File: config.mk
export PLATFORM = sky130hd
export DESIGN_NAME = cpl_tag_sequencer
export DESIGN_NICKNAME = d
export VERILOG_FILES = /design/src/rtl/cts_pkg.sv /design/src/rtl/cts_tag_ctr.sv /design/src/rtl/cts_judge.sv /design/src/rtl/cts_err_ctr.sv /design/src/rtl/cpl_tag_sequencer.sv
export SDC_FILE = /design/constraint.sdc
export NUM_CORES = 1
export LEC_CHECK = 0
export ABC_AREA = 0
export BUFFER_PORTS_ARGS = -buffer_cell sky130_fd_sc_hd__buf_4
export CAP_MARGIN = 20
export CORE_ASPECT_RATIO = 1.5
export CORE_MARGIN = 1.5
export CORE_UTILIZATION = 55
export DETAILED_ROUTE_END_ITERATION = 7
export GPL_TIMING_DRIVEN = 0
export MAX_ROUTING_LAYER = met4
export PLACE_DENSITY = 0.84
export RECOVER_POWER = 25
export SLEW_MARGIN = 20
export SYNTH_ARGS = -nofsm -noshare
export SYNTH_HDL_FRONTEND = slang
export SYNTH_SLANG_ARGS = --single-unit
File: constraint.sdc
create_clock -name clk -period 3.32 [get_ports clk]
set_input_delay 0.332 -clock clk [delete_from_list [all_inputs] [get_ports clk]]
set_output_delay 0.332 -clock clk [all_outputs]
set_load 0.1 [all_outputs]
File: src/rtl/cts_pkg.sv
package cts_pkg;

  // Outcome of the consumer-side comparison in one cycle.
  typedef enum logic [1:0] {
    DEC_IDLE  = 2'd0,  // nothing attempted, or ring empty
    DEC_TAKE  = 2'd1,  // valid entry taken
    DEC_STALL = 2'd2,  // valid entry present, consumer not ready
    DEC_BAD   = 2'd3   // consume attempt against a wrong tag
  } cons_dec_e;

endpackage

File: src/rtl/cts_tag_ctr.sv
module cts_tag_ctr #(
  parameter int TAG_W = 13
) (
  input  logic             clk,
  input  logic             rst_n,
  input  logic             adv,
  output logic [TAG_W-1:0] tag
);

  localparam logic [TAG_W-1:0] TAG_MAX = {TAG_W{1'b1}};
  localparam logic [TAG_W-1:0] TAG_ONE = TAG_W'(1);

  logic [TAG_W-1:0] tag_q;
  logic [TAG_W-1:0] tag_nxt;

  always_comb begin
    tag_nxt = tag_q;
    if (adv) begin
      if (tag_q == TAG_MAX) tag_nxt = TAG_ONE;
      else                  tag_nxt = tag_q + TAG_ONE;
    end
  end

  always_ff @(posedge clk) begin
    if (!rst_n) tag_q <= TAG_ONE;
    else        tag_q <= tag_nxt;
  end

  assign tag = tag_q;

  p_nonzero_r3: assert property (@(posedge clk) disable iff (!rst_n)
    tag != '0);

  p_wrap_r3: assert property (@(posedge clk) disable iff (!rst_n)
    (adv && tag == TAG_MAX) |=> tag == TAG_ONE);

  p_step_r2: assert property (@(posedge clk) disable iff (!rst_n)
    (adv && tag != TAG_MAX) |=> tag == $past(tag) + TAG_ONE);

  p_hold_r6: assert property (@(posedge clk) disable iff (!rst_n)
    !adv |=> $stable(tag));

endmodule

File: src/rtl/cts_judge.sv
module cts_judge
  import cts_pkg::*;
#(
  parameter int TAG_W = 13
) (
  input  logic             chk_en,
  input  logic             ring_nonempty,
  input  logic             cons_ready,
  input  logic [TAG_W-1:0] desc_tag,
  input  logic [TAG_W-1:0] exp_tag,
  output logic             cons_valid,
  output cons_dec_e        dec
);

  logic tag_ok;

  assign tag_ok     = (desc_tag == exp_tag);
  assign cons_valid = ring_nonempty && (!chk_en || tag_ok);

  always_comb begin
    dec = DEC_IDLE;
    if (ring_nonempty) begin
      if (cons_valid && cons_ready)  dec = DEC_TAKE;
      else if (cons_valid)           dec = DEC_STALL;
      else if (cons_ready)           dec = DEC_BAD;
    end
  end

endmodule

File: src/rtl/cts_err_ctr.sv
module cts_err_ctr
  import cts_pkg::*;
#(
  parameter int CNT_W = 8
) (
  input  logic             clk,
  input  logic             rst_n,
  input  cons_dec_e        dec,
  output logic             flag,
  output logic [CNT_W-1:0] cnt
);

  localparam logic [CNT_W-1:0] CNT_MAX = {CNT_W{1'b1}};

  logic             hit;
  logic             flag_q;
  logic [CNT_W-1:0] cnt_q;

  assign hit = (dec == DEC_BAD);

  always_ff @(posedge clk) begin
    if (!rst_n) begin
      flag_q <= 1'b0;
      cnt_q  <= '0;
    end else if (hit) begin
      flag_q <= 1'b1;
      if (cnt_q != CNT_MAX) cnt_q <= cnt_q + CNT_W'(1);
    end
  end

  assign flag = flag_q;
  assign cnt  = cnt_q;

  p_sticky_r7: assert property (@(posedge clk) disable iff (!rst_n)
    flag |=> flag);

  p_set_r7: assert property (@(posedge clk) disable iff (!rst_n)
    hit |=> flag);

  p_count_r8: assert property (@(posedge clk) disable iff (!rst_n)
    (hit && cnt != CNT_MAX) |=> cnt == $past(cnt) + CNT_W'(1));

  p_sat_r8: assert property (@(posedge clk) disable iff (!rst_n)
    (cnt == CNT_MAX) |=> cnt == CNT_MAX);

  p_quiet_r8: assert property (@(posedge clk) disable iff (!rst_n)
    !hit |=> $stable(cnt));

endmodule

File: src/rtl/cpl_tag_sequencer.sv
module cpl_tag_sequencer
  import cts_pkg::*;
#(
  parameter int TAG_W = 13,
  parameter int CNT_W = 8
) (
  input  logic             clk,
  input  logic             rst_n,
  input  logic             chk_en,
  input  logic             prod_done,
  output logic [TAG_W-1:0] prod_tag,
  input  logic             ring_nonempty,
  input  logic [TAG_W-1:0] desc_tag,
  output logic             cons_valid,
  input  logic             cons_ready,
  output logic [TAG_W-1:0] exp_tag,
  output logic             mism_flag,
  output logic [CNT_W-1:0] mism_cnt
);

  cons_dec_e dec;
  logic      take;

  assign take = (dec == DEC_TAKE);

  cts_tag_ctr #(.TAG_W(TAG_W)) u_prod_seq (
    .clk   (clk),
    .rst_n (rst_n),
    .adv   (prod_done),
    .tag   (prod_tag)
  );

  cts_tag_ctr #(.TAG_W(TAG_W)) u_cons_seq (
    .clk   (clk),
    .rst_n (rst_n),
    .adv   (take),
    .tag   (exp_tag)
  );

  cts_judge #(.TAG_W(TAG_W)) u_judge (
    .chk_en        (chk_en),
    .ring_nonempty (ring_nonempty),
    .cons_ready    (cons_ready),
    .desc_tag      (desc_tag),
    .exp_tag       (exp_tag),
    .cons_valid    (cons_valid),
    .dec           (dec)
  );

  cts_err_ctr #(.CNT_W(CNT_W)) u_err (
    .clk   (clk),
    .rst_n (rst_n),
    .dec   (dec),
    .flag  (mism_flag),
    .cnt   (mism_cnt)
  );

  p_match_r4: assert property (@(posedge clk) disable iff (!rst_n)
    (chk_en && cons_valid) |-> (desc_tag == exp_tag && ring_nonempty));

  p_zero_r10: assert property (@(posedge clk) disable iff (!rst_n)
    (chk_en && desc_tag == '0) |-> !cons_valid);

  p_off_r9: assert property (@(posedge clk) disable iff (!rst_n)
    !chk_en |-> (cons_valid == ring_nonempty));

  p_off_quiet_r9: assert property (@(posedge clk) disable iff (!rst_n)
    !chk_en |=> $stable(mism_cnt));

  p_take_r5: assert property (@(posedge clk) disable iff (!rst_n)
    (cons_valid && cons_ready) |=> exp_tag != $past(exp_tag));

  p_bad_hold_r7: assert property (@(posedge clk) disable iff (!rst_n)
    (chk_en && ring_nonempty && cons_ready && desc_tag != exp_tag)
      |=> $stable(exp_tag));

endmodule

======== Word-level counts from Yosys, hierarchy flattened ========
Cells that the tools add are included.
word-level totals
  input bits .............................. 19
  register bits ........................... 35
  memories ................................ 0
  output and inout port bits .............. 36
  RAM bits ................................ 0
  bits in latches ......................... 0
  ROM bits ................................ 0
  word-level logic and storage cells ...... 24
operators by class
  add/subtract/negate cells ............... 3
  magnitude comparators ................... 0
  equal/unequal tests ..................... 6
  bitwise logic cells ..................... 0
  reductions and logical operators ........ 5
  shift-type cells ........................ 0
  div/mod/pow operators ................... 0
  multiply operators ...................... 0
  multiplexer cells ....................... 6
operators with widths
  operator               number
  $add 13x1->13 const B  2
  $eq 13x13->1 const B   2
  $mux 13                2
  $eq 13x13->1           1
  $add 8x1->8 const B    1
  $mux 2                 4
  $ne 8x8->1 const B     1
  $eq 2x1->1 const B     1
  $eq 2x2->1 const B     1
  $logic_and 1x1->1      2
  $reduce_and 2->1       1
  $logic_not 1->1        1
  $logic_or 1x1->1       1

======== Depth between registers and ports, before layout ========
  depth after elaboration ................. 8
  depth in mapped cells ................... 8
  gate-level depth less buffers ........... 6

======== By module ========
Synthesis repeated with hierarchy kept, for this count alone.
unflattened totals
  cells, all modules ...................... 204
  area, all modules ....................... 1,889.3 sq um
modules (own cells, without submodules)
  module             seq. area each (sq um)  times used  area an instance (sq um)  cells each
  cts_tag_ctr        260.2                   2           624.3                     65
  cts_err_ctr        180.2                   1           420.4                     45
  cts_judge          0.0                     1           206.4                     28
  cpl_tag_sequencer  0.0                     1           13.8                      1

======== Least setup slack after synthesis ========
No wires, ideal clock.
  path kind ............................... reg2out
  start point ............................. reg u_cons_seq.tag_q[2], in the netlist u_cons_seq.tag[2]
  end point ............................... out cons_valid
  data required time ...................... 2,988 ps
  path slack .............................. -156 ps
  path buffers ............................ 2
  stages on the path, launching flop included .. 7
  arrival ................................. 3,144 ps
  path through ............................ dfxtp_1 buf_2 xnor2_2 nand2_1 o41ai_2 clkbuf_1 and2_1
between the ends
  word-level cells in the longest chain between the ends .. 3
RTL lines
  item                    RTL line                 RTL
  from (decl)             cts_tag_ctr.sv:13        logic [TAG_W-1:0] tag_q;
  from (signal assigned)  cts_tag_ctr.sv:26        else tag_q <= tag_nxt;
  $eq 13x13->1            cts_judge.sv:17          assign tag_ok = (desc_tag == exp_tag);
  $logic_or 1x1->1        cts_judge.sv:18          assign cons_valid = ring_nonempty && (!chk_en || tag_ok);
  $logic_and 1x1->1       cts_judge.sv:18
  to (decl)               cpl_tag_sequencer.sv:14  output logic cons_valid,
No other way between the ends.

======== Final worst setup path ========
  start point ............................. reg u_cons_seq.tag_q[9], in the netlist u_cons_seq.tag[9]
  end point ............................... out cons_valid
The elaborated chain is that of the path after synthesis.

==> parameters.txt <==
Parameter                              Value

Synth
  Mean Syn Cell Area ... roughly 8.4 um2
  Cell count after synthesis ... between 200 and 250
  Number of enable flip-flop cells after synthesis ... 0
  Count of state elements after synthesis ... 35
  Seq/Total Area, Yosys ... 0.374
  Predominant post-synthesis flop cell ... sky130_fd_sc_hd__dfxtp_1
  Unique cell type count in the Yosys netlist ... 35
  Cell Area, Synth ... about 1900 um2
  YS warnings ... 0
  Post-synthesis net count ... between 200 and 250
  Ys async rst share ... 0

GRT
  Number of antenna violations at the first check in global routing ... 0
  Wire length of the first global-routing pass ... approximately 7.7 mm
  Maximum number of pins on one net before global-route repair ... 12
  Number of global-route vias before repair ... approximately 1700
  Global route total overflow ... 0
  Overall Global Routing Usage ... 0.279

Final layout
  Final cell count without fillers ... roughly 330
  Growth of design area from synthesis to finish ... 27.6%
  Antenna cells ... 0
  Leading cell type in the layout, fill and taps excluded ... sky130_fd_sc_hd__buf_4
  Highest-count cells in the layout ignoring fill and taps ... sky130_fd_sc_hd__buf_4, sky130_fd_sc_hd__dfxtp_1, sky130_fd_sc_hd__clkbuf_1
  Layout cell share with drive strength beyond 1 ... 0.179
  Total non-filler cell area in the finished layout ... about 2400 um2
  Total number of nets in the final design ... 306

Floorplan
  Site row count ... 25
  Area inside the core boundary ... about 3200 um2
  Die height ... approximately 75 um
  X dimension of the die ... slightly above 50 um
  Full die area ... roughly 3800 um2
  I/O pins ... 55
  Initial standard-cell utilization of the core ... 0.588

Clock tree
  Total clock sinks ... 35
  Clock H-tree levels ... 2
  Root buffer cell ... sky130_fd_sc_hd__clkbuf_8
  Post-CTS clock slew at the launch and capture registers of the worst setup and hold paths ... about 0.070 ns
  TritonCTS Buffers ... 5
  CTS tree ... yes
  Clock insertion delay at the later pin of the skew report ... ~0.29 ns
  Maximum clock insertion buffer count ... 2

Critical path
  Setup slack of the worst register-to-register path ... 0.93 ns
  CP cell instances ... xnor2_1, nand2_1, o41ai_4, clkbuf_1, and2_2, buf_4
  Worst setup path startpoint ... u_cons_seq.tag[9]
  Depth of the worst register-to-register path ... 6
  Endpoint of the lowest-slack register-to-register path ... u_cons_seq.tag[9]
  CP Capture Type ... output port
  Cell with the largest stage delay on the worst path ... sky130_fd_sc_hd__o41ai_4
  Crit path required time ... between 2 and 3 ns
  Critical Path End ... cons_valid
  Launching point of the worst reg2reg path ... u_cons_seq.tag[9]
  Nature of the critical path startpoint ... flip-flop
  CP Data Arrival Time ... ~2.8 ns
  Critical-path maximum fanout ... 10
  Worst Setup Path Type ... reg2out
  Critical Path Max Stage Delay ... approximately 0.65 ns

Placement
  RePlAce Congestion ... between 0.8 and 0.9
  Placed cell count ... roughly 320
  Placed wire-length estimate after detailed placement ... 3.47 mm
  Buffers on Ports ... 53
  DP Area ... 2320 um2

Flow run
  Number of max-cap violations ... 0

Min path
  Path class of the lowest-slack min-delay path ... in2reg
  Source of the worst hold timing path ... prod_done

Timing
  Setup repair after global routing missed its margin ... false
  Transition time at the pin with the least slew margin ... 1.19 ns
  Timing-limited maximum frequency ... around 320 MHz
  Setup skew after layout ... 0.00735 ns
  Post-route setup TNS ... 0 ns
  Total setup violations reported at the end of the flow ... 0
  Min Tclk post-route ... 3.10 ns
  Final max-slew violation count ... 0
  Final Cycle Share ... 0.935
  Worst-case hold slack ... approximately 0.31 ns
  Max_slew headroom ... 0.208
  Number of failing hold endpoints at the final stage ... 0

Drt
  Routed vias ... between 1500 and 2000
  Count of routing violations after the opening detailed-route iteration ... between 70 and 80
  ANT nets after route ... 0
  Total wirelength of the detailed-routed design ... just under 5 mm
  Post-route DRC ... 0
  Routed WL per cell ... 15.1 um
  Via density ... about 6
  Detailed Routing Iterations Pass 1 ... 4

Power and ir drop
  Power per Cell Area ... ~410 nW/um2
  Standby leakage power ... 0.867 nW
  Max VDD drop ... 0.436 mV

Outcome
  Result of the run ... finished clean
report_power, final:
part,total [W],switching [W],leakage (nW),internal (W)
clock,0.000400,0.000157,0.0612,0.000243
sequential,0.000435,0.00000881,0.283,0.000427
combinational,0.000144,0.000101,0.523,0.0000423
total,0.000979,0.000267,0.867,0.000712
registers in the layout, summed over array words and instances, names as in the netlist:
register / count
u_cons_seq.tag: 13
u_prod_seq.tag: 13
u_err.cnt: 8
u_err.flag: 1
final cells by class:
cell class,instances,area (um2)
timing repair buffer,53,338
clock inverter,2,35.0
inverter,10,37.5
fill,283,797
clock buffer,6,82.6
multi-input combinational,167,1100
tap,40,50.0
sequential,35,701
buffer,12,48.8
per-layer routing:
layer  up-vias  global-route usage  share of wire
li1        950                   -              -
met1       926               0.297           0.39
met2        78               0.501           0.54
met3         9              0.0522          0.055
met4         0               0.120          0.016
met5         -                   -              0
worst min-delay path by stage:
stage,to,cells after the start,slack (ns)
finish,u_prod_seq.tag[0],3,0.31
global route,u_prod_seq.tag[0],3,0.32
CTS,u_prod_seq.tag[0],3,0.31
detailed placement,u_err.flag,2,0.48
global placement,u_err.flag,2,0.47
floorplan,u_prod_seq.tag[0],2,0.46
timing repair:
action                     CTS  global route
hold buffers                 0             0
setup buffers                0             0
resized for setup            0             1
setup endpoints to repair    0             1
through the flow:
step	worst slack (ns)	util	power [W]
floorplan	0.124	-	0.000544
global placement	0.365	0.729	0.000586
detailed placement	0.334	0.729	0.000588
CTS	0.0506	0.765	0.000986
global route	0.0433	0.750	0.00101
finish	0.216	0.750	0.000979
Yosys cell counts (2+ instances only):
cell,number,share of area
sky130_fd_sc_hd__a41o_1,4,0.021
sky130_fd_sc_hd__inv_1,10,0.020
sky130_fd_sc_hd__or3_1,4,0.013
sky130_fd_sc_hd__and3_1,5,0.017
sky130_fd_sc_hd__nand4_1,12,0.040
sky130_fd_sc_hd__ha_1,3,0.020
sky130_fd_sc_hd__nand4b_1,2,0.0093
sky130_fd_sc_hd__mux2i_1,2,0.011
sky130_fd_sc_hd__o41ai_1,4,0.019
sky130_fd_sc_hd__o31ai_1,6,0.024
sky130_fd_sc_hd__xor2_1,6,0.028
sky130_fd_sc_hd__or4_1,6,0.024
sky130_fd_sc_hd__dfxtp_1,35,0.37
sky130_fd_sc_hd__nor3_1,7,0.019
sky130_fd_sc_hd__o211ai_1,4,0.016
sky130_fd_sc_hd__nand3_1,6,0.016
sky130_fd_sc_hd__clkbuf_1,9,0.018
sky130_fd_sc_hd__a21oi_1,19,0.051
sky130_fd_sc_hd__and2_1,4,0.013
sky130_fd_sc_hd__buf_2,3,0.0080
sky130_fd_sc_hd__nor2_1,18,0.036
sky130_fd_sc_hd__and4_1,3,0.014
sky130_fd_sc_hd__xnor2_1,18,0.084
sky130_fd_sc_hd__o21ai_0,5,0.013
sky130_fd_sc_hd__nor4_1,2,0.0067
sky130_fd_sc_hd__nand2_1,18,0.036
cells by family after synthesis:
logic type                 synth area share
and+or+nand+nor                       0.247
AOI/OAI and AO/OA                     0.181
DFF                                   0.374
xor gates and xnor gates              0.121
buffers and inverters                0.0460
adders and majority gates            0.0200
muxes                                0.0107
worst max-delay path: cells and delay by family, from the launching register on:
family                 cells  cell delay, ns
flip-flops                 1            0.39
XOR/XNOR                   1            0.31
AND/OR/NAND/NOR            2            0.39
buffers and inverters      2            0.74
AO/OA/AOI/OAI              1            0.65
No activity file was read; power rests on OpenSTA's default activity.
